===== config.mk =====
export PLATFORM = sky130hd
export DESIGN_NAME = div_step_unit
export DESIGN_NICKNAME = d
export VERILOG_FILES = /design/src/rtl/div_step_pkg.sv /design/src/rtl/div_step_core.sv /design/src/rtl/div_step_seq.sv /design/src/rtl/div_step_unit.sv
export SDC_FILE = /design/constraint.sdc
export NUM_CORES = 1
export LEC_CHECK = 0
export ABC_AREA = 1
export ABC_CLOCK_PERIOD_IN_PS = 2900
export CORE_MARGIN = 4
export CORE_UTILIZATION = 51
export DETAILED_ROUTE_END_ITERATION = 10
export HOLD_SLACK_MARGIN = 0.02
export PLACE_DENSITY = 0.85
export REMOVE_ABC_BUFFERS = 1
export SLEW_MARGIN = 40
export SYNTH_ARGS = -nofsm -noshare
export SYNTH_HDL_FRONTEND = slang
export SYNTH_SLANG_ARGS = --single-unit

===== constraint.sdc =====
create_clock -name clk_i -period 2.9 [get_ports clk_i]
set_input_delay 0.29 -clock clk_i [delete_from_list [all_inputs] [get_ports clk_i]]
set_output_delay 0.29 -clock clk_i [all_outputs]
set_load 0.01 [all_outputs]

===== src/rtl/div_step_pkg.sv =====
package div_step_pkg;
  localparam int unsigned ACC_W = 36;
  localparam int unsigned DIV_W = 16;
  localparam int unsigned CNT_W = 8;
  localparam int unsigned ALIGN = 15;

  typedef enum logic {ST_IDLE, ST_RUN} seq_state_e;
endpackage


===== src/rtl/div_step_core.sv =====
module div_step_core #(
  parameter int unsigned ACC_W = div_step_pkg::ACC_W,
  parameter int unsigned DIV_W = div_step_pkg::DIV_W,
  parameter int unsigned ALIGN = div_step_pkg::ALIGN
) (
  input  logic [ACC_W-1:0] acc_i,
  input  logic [DIV_W-1:0] divisor_i,
  output logic [ACC_W-1:0] acc_o,
  output logic             qbit_o
);
  localparam int unsigned EXT_W = ACC_W - DIV_W;

  logic [ACC_W-1:0] div_ext;
  logic [ACC_W-1:0] scaled;
  logic [ACC_W-1:0] trial;

  always_comb begin
    div_ext = {{EXT_W{divisor_i[DIV_W-1]}}, divisor_i};
    scaled  = div_ext << ALIGN;
    trial   = acc_i - scaled;
    qbit_o  = ~trial[ACC_W-1];
    if (qbit_o) acc_o = {trial[ACC_W-2:0], 1'b1};
    else        acc_o = {acc_i[ACC_W-2:0], 1'b0};
  end
endmodule


===== src/rtl/div_step_seq.sv =====
module div_step_seq
  import div_step_pkg::*;
#(
  parameter int unsigned CNT_W = div_step_pkg::CNT_W
) (
  input  logic             clk_i,
  input  logic             rst_ni,
  input  logic             start_i,
  input  logic [CNT_W-1:0] count_i,
  output logic             load_o,
  output logic             step_o,
  output logic             busy_o,
  output logic             done_o
);
  seq_state_e       state_q;
  logic [CNT_W-1:0] left_q;
  logic             last_w;

  assign busy_o = (state_q == ST_RUN);
  assign load_o = (state_q == ST_IDLE) && start_i;
  assign step_o = busy_o;
  assign last_w = busy_o && (left_q == '0);

  always_ff @(posedge clk_i or negedge rst_ni) begin
    if (!rst_ni) begin
      state_q <= ST_IDLE;
      left_q  <= '0;
      done_o  <= 1'b0;
    end else begin
      done_o <= 1'b0;
      unique case (state_q)
        ST_IDLE: if (start_i) begin
          state_q <= ST_RUN;
          left_q  <= count_i;
        end
        ST_RUN: begin
          if (last_w) begin
            state_q <= ST_IDLE;
            done_o  <= 1'b1;
          end else begin
            left_q <= left_q - 1'b1;
          end
        end
        default: state_q <= ST_IDLE;
      endcase
    end
  end

  // done never repeats in the next cycle
  a_r6_done_single: assert property (@(posedge clk_i) disable iff (!rst_ni)
    done_o |=> !done_o);
  // done only after a running cycle
  a_r6_done_after_run: assert property (@(posedge clk_i) disable iff (!rst_ni)
    done_o |-> ($past(busy_o) && !busy_o));
  // counter moves down by one per step regardless of start
  a_r5_count_down: assert property (@(posedge clk_i) disable iff (!rst_ni)
    (busy_o && left_q != '0) |=> (busy_o && left_q == $past(left_q) - 1'b1));
endmodule


===== src/rtl/div_step_unit.sv =====
module div_step_unit
  import div_step_pkg::*;
#(
  parameter int unsigned ACC_W = div_step_pkg::ACC_W,
  parameter int unsigned DIV_W = div_step_pkg::DIV_W,
  parameter int unsigned CNT_W = div_step_pkg::CNT_W,
  parameter int unsigned ALIGN = div_step_pkg::ALIGN
) (
  input  logic             clk_i,
  input  logic             rst_ni,
  input  logic             start_i,
  input  logic [ACC_W-1:0] dividend_i,
  input  logic [DIV_W-1:0] divisor_i,
  input  logic [CNT_W-1:0] count_i,
  output logic [ACC_W-1:0] acc_o,
  output logic             busy_o,
  output logic             done_o,
  output logic             zero_o,
  output logic             minus_o
);
  logic [ACC_W-1:0] acc_q;
  logic [DIV_W-1:0] div_q;
  logic [ACC_W-1:0] acc_next;
  logic             qbit;
  logic             load;
  logic             step;

  div_step_seq #(.CNT_W(CNT_W)) u_seq (
    .clk_i   (clk_i),
    .rst_ni  (rst_ni),
    .start_i (start_i),
    .count_i (count_i),
    .load_o  (load),
    .step_o  (step),
    .busy_o  (busy_o),
    .done_o  (done_o)
  );

  div_step_core #(.ACC_W(ACC_W), .DIV_W(DIV_W), .ALIGN(ALIGN)) u_core (
    .acc_i     (acc_q),
    .divisor_i (div_q),
    .acc_o     (acc_next),
    .qbit_o    (qbit)
  );

  always_ff @(posedge clk_i or negedge rst_ni) begin
    if (!rst_ni) begin
      acc_q <= '0;
      div_q <= '0;
    end else if (load) begin
      acc_q <= dividend_i;
      div_q <= divisor_i;
    end else if (step) begin
      acc_q <= acc_next;
    end
  end

  assign acc_o   = acc_q;
  assign zero_o  = (acc_q == '0);
  assign minus_o = acc_q[ACC_W-1];

  // idle start captures the dividend
  a_r2_load: assert property (@(posedge clk_i) disable iff (!rst_ni)
    (!busy_o && start_i) |=> (busy_o && acc_o == $past(dividend_i)));
  // idle accumulator is frozen
  a_r8_idle_hold: assert property (@(posedge clk_i) disable iff (!rst_ni)
    (!busy_o && !start_i) |=> $stable(acc_o));
  // the inserted bit is the quotient decision of the step
  a_r3_qbit: assert property (@(posedge clk_i) disable iff (!rst_ni)
    busy_o |=> (acc_o[0] == $past(qbit)));
endmodule


# After elaboration in Yosys (flattened, before gate mapping)
# Index checks and enable logic that the tools add are counted.
# Widths: inputs -> output; s select.
# op_classes
addsub	2
n_eq_ne	2
muxes	11
bitwise_logic	1
n_reduce_logical	6
# ops
cell	n
$mux 36	3
$logic_not 36->1	1
$sub 36x36->36	1
$mux 8	2
$pmux 8 s2	1
$logic_not 8->1	1
$sub 8x1->8 const B	1
$mux 1	4
$ne 2x2->1 const B	2
$logic_and 1x1->1	2
$pmux 1 s2	1
$reduce_and 2->1	1
$reduce_bool 2->1	1
$not 1->1	1
# word_totals
reg_bits	62
in_bits	63
out_inout_bits	40
elab_cells	27

# Longest topological paths before layout
# depth
depth_word	4
ltp_mapped	16
ltp_nobuf	15

# Hierarchy
# From an unflattened synthesis, not the netlist that was laid out.
# unflattened
cells_unflattened	770
area_unflattened_um2	5296.3
# modules_own_cells
mod	instances	cells_per_inst	area_each_um2	seq_area_each_um2
div_step_unit	1	297	2601.2	1301.2
div_step_core	1	370	2034.5	0.0
div_step_seq	1	103	660.6	250.2

# Least setup slack after synthesis
# OpenSTA, ideal clock, no wires.
# synth_timing
path_type	reg-to-reg
from	register acc_q[15], in the netlist acc_o[15]
to	register acc_q[28], in the netlist acc_o[28]
setup_ps	121
t_arrival_ps	2036
t_required_ps	2779
path_slack_ps	743
stages_incl_launch_ff	14
n_path_buf	1
period_less_slack_ps	2157
cell_sequence	dfrtp_1 > inv_1 > ha_1 > inv_1 > fa_1 > nand3_1 > nand2_1 > nand2_2 > nand4_1 > nand2_4 > buf_12 > nand2_4 > nand3_2 > nand3_2
# synth_between
elab_chain_cells	4
# synth_rtl
element	line_no	source
from (decl)	div_step_unit.sv:21	logic [ACC_W-1:0] acc_q;
from (signal assigned)	div_step_unit.sv:51	acc_q <= dividend_i;
from (signal assigned)	div_step_unit.sv:54	acc_q <= acc_next;
$sub 36x36->36	div_step_core.sv:20	trial = acc_i - scaled;
$mux 36	div_step_core.sv:22	if (qbit_o) acc_o = {trial[ACC_W-2:0], 1'b1};
$mux 36	div_step_unit.sv:53	end else if (step) begin
$mux 36	div_step_unit.sv:50	end else if (load) begin
# Every way passes these cells. The select of a mux whose other input is x is not followed.
# A chain may end at the register's enable or synchronous reset.

# Worst setup path after layout
# layout_timing
from	register acc_q[23], in the netlist acc_o[23]
to	output port zero_o
# layout_between
elab_chain_cells	1
# layout_rtl
element	line_no	source
$logic_not 36->1	div_step_unit.sv:59	assign zero_o = (acc_q == '0);
to (decl)	div_step_unit.sv:18	output logic zero_o,
# Every way passes these cells.

==> impl_metrics.env <==
export IMPL_status="finished, final reports clean"
export IMPL_cp_required_ns=2.61
export IMPL_fin_area_sq_um=5913
export IMPL_vias=4594
export IMPL_regToRegEndpoint="acc_o[20]"
export IMPL_gr_max_usage_layer="met2"
export IMPL_internal_power_w=0.004329
export IMPL_regToRegSetupSlack_ns=0.42
export IMPL_setup_viol=0
export IMPL_rr_worst_depth=12
export IMPL_crit_start="acc_o[23]"
export IMPL_globalRouteTotalUtil_pct=24.66
export IMPL_ys_seq_elements=62
export IMPL_power_leakage_nw=2.930
export IMPL_ctsResizeCount=0
export IMPL_cp_max_fo=5
export IMPL_drtPass1Iterations=5
export IMPL_hpwl_microns=9457
export IMPL_power_frac_clock_pct=10.0
export IMPL_fp_dieW_microns=102.6
export IMPL_yosys_warnings=0
export IMPL_synth_top_cell_area_share_pct=34.03
export IMPL_synth_common_cells="220 x nand2_1, 94 x inv_1, 62 x dfrtp_1"
export IMPL_post_cts_setup_buffer_count=0
export IMPL_die_area_sq_um=10520
export IMPL_met3_usage_pct=5.142
export IMPL_fin_util_pct=67.80
export IMPL_wl_per_cell_microns=14.52
export IMPL_grt_max_degree=44
export IMPL_final_max_slew_viol_count=0
export IMPL_synthArstFlopShare_pct=100.0
export IMPL_pwr_share_seq_pct=19.9
export IMPL_area_growth_pct=29.69
export IMPL_start_util_pct=52.28
export IMPL_max_freq_ghz=0.3799
export IMPL_core_sq_um=8721
export IMPL_gp_congestion=0.9267
export IMPL_finalPower_w=0.008708
export IMPL_grt_pass1_wl_microns=20750
export IMPL_worstHoldPathType="input port to async pin"
export IMPL_drc_errors=0
export IMPL_ir_drop_mv=0.7326
export IMPL_rsz0062_at_grt="false"
export IMPL_yosys_area_top_type="dfrtp_1"
export IMPL_clockBufferDepth=2
export IMPL_holdBufCountCts=1
export IMPL_fill_cells=732
export IMPL_power_density_nw_per_um2=1473
export IMPL_drtIter0Drc=246
export IMPL_grt_antenna_before_repair=0
export IMPL_worst_ep_arrival_time_ns=2.34
export IMPL_hold_viol_final=0
export IMPL_regToRegStartpoint="acc_o[15]"
export IMPL_rows=34
export IMPL_ys_seq_area_share_pct=34.03
export IMPL_yosysMostFrequentCell="nand2_1"
export IMPL_finalNetCount=831
export IMPL_port_buffers=102
export IMPL_ioPinCount=103
export IMPL_critPathCapture="zero_o"
export IMPL_yosysUniqueCellTypes=37
export IMPL_htree_levels=3
export IMPL_grt_pass1_vias=4714
export IMPL_p_switching_w=0.004379
export IMPL_clock_latency_ns=0.35
export IMPL_cts_sinks=62
export IMPL_grtUsageMet2_pct=44.04
export IMPL_post_dp_cell_area_sq_um=5678
export IMPL_routed_wl_microns=12470
export IMPL_synth_edf_count=0
export IMPL_worst_setup_path_type="flip-flop to output pin"
export IMPL_overflow=0
export IMPL_ys_top_cells_by_area="dfrtp_1 34%, nand2_1 18%, inv_1 7.7%"
export IMPL_root_buffer="clkbuf_8"
export IMPL_clkTransAtPathRegs_ns=0.07
export IMPL_finalSetupTns_ns=0
export IMPL_p_sw_share_pct=50.29
export IMPL_worst_slew_pin_slew_ns=0.5594
export IMPL_met1_usage_pct=30.02
export IMPL_drive_above_1_share_pct=9.720
export IMPL_synth_area_per_cell_sq_um=7.069
export IMPL_cts_tree="done"
export IMPL_vias_per_cell=5.348
export IMPL_n_antenna_cell=0
export IMPL_cts_buffers=9
export IMPL_ant_nets=0
export IMPL_synth_top_flop_cell="dfrtp_1"
export IMPL_relSlewSlack_pct=62.71
export IMPL_fin_skew_ns=0.01376
export IMPL_die_y_microns=102.6
export IMPL_syn_inst=645
export IMPL_worst_setup_path_end_kind="output pin"
export IMPL_finalCriticalPeriod_ns=2.632
export IMPL_combPwrFrac_pct=70.1
export IMPL_start_kind="flip-flop"
export IMPL_timing_final_crit_share_pct=90.77
export IMPL_netlist_area_sq_um=4559
export IMPL_cap_viol_max_count=0
metrics by stage:
stage | cells | hold slack (ns) | setup WS (ns)
5_1_grt | 859 | 0.5167 | 0.1784
2_1_floorplan | 624 | -0.005591 | -0.3926
6_report | 859 | 0.4767 | 0.2676
3_5_place_dp | 842 | 0.3213 | 0.4240
3_3_place_gp | 842 | 0.4653 | 0.5540
4_1_cts | 859 | 0.4884 | 0.2499
cell type report:
cell class | instances | area, sq um | area share, %
repair buffers | 111 | 1101 | 18.62
well taps | 108 | 135.1 | 2.285
multi-input cells | 467 | 2546 | 43.06
clock buffers | 10 | 137.6 | 2.328
inverters | 95 | 356.6 | 6.030
flip-flops and latches | 62 | 1551 | 26.24
clock inverters | 6 | 85.08 | 1.439
cell usage in the layout (no fill, tap or decap), types with 7 or more instances in the layout:
cell type          n
nand3_2           21
xnor2_1            8
nand2_1          220
clkdlybuf4s50_1  101
nor2_1            26
clkbuf_8          10
nand2_4           11
ha_1              21
nor3_1             8
nand4_1            7
buf_4              8
nor4_1             9
o21ai_0           29
nand2_2            7
nand3_1           39
a21oi_1           20
inv_1             94
dfrtp_1           62
cell families (layout without fill, tap and decap cells):
kind of cell	count (synthesis)	in the layout	share of synthesized area (%)
AND/OR/NAND/NOR	361	361	38.01
AO/OA/AOI/OAI	74	74	9.495
buffers and inverters	116	222	10.35
XOR/XNOR	10	10	1.921
adder cells (fa/ha/maj)	22	22	6.202
flip-flops	62	62	34.03
worst max-delay path, cell delays in order, from the launching register on:
cell             delay [ns]
dfrtp_1                0.44
nor4_1                 0.41
nand3_1                0.19
nor4_1                 0.35
clkdlybuf4s50_1        0.60
registers in the layout, indices dropped and copies added (netlist names):
signal        count
u_seq.busy_o      1
u_seq.done_o      1
acc_o            36
div_q            16
u_seq.left_q      8
how the worst min path moves through the flow:
| stage | start | end | slack, ns | depth (start not counted) |
|---|---|---|---|---|
| after floorplan | rst_ni | acc_o[0] | -0.006 | 0 |
| after global placement | div_q[0] | div_q[0] | 0.47 | 2 |
| after detailed placement | rst_ni | acc_o[23] | 0.32 | 1 |
| after CTS | rst_ni | acc_o[26] | 0.49 | 2 |
| after global routing | dividend_i[19] | acc_o[19] | 0.52 | 3 |
| final | rst_ni | acc_o[23] | 0.48 | 2 |
power groups by stage:
stage	clock, W	sequential [W]	combinational (W)
2_1_floorplan	0	0.00178	0.00416
3_3_place_gp	0	0.00172	0.00583
3_5_place_dp	0	0.00174	0.00605
4_1_cts	0.000877	0.00173	0.00609
5_1_grt	0.000922	0.00180	0.00680
6_report	0.000870	0.00173	0.00610
routing by layer:
layer	up-vias	part of all wire [%]
met3	19	7.3
met5	-	0
li1	2271	-
met4	0	1.5
met1	2124	41
met2	180	50
(Power assumes the default switching activity.)
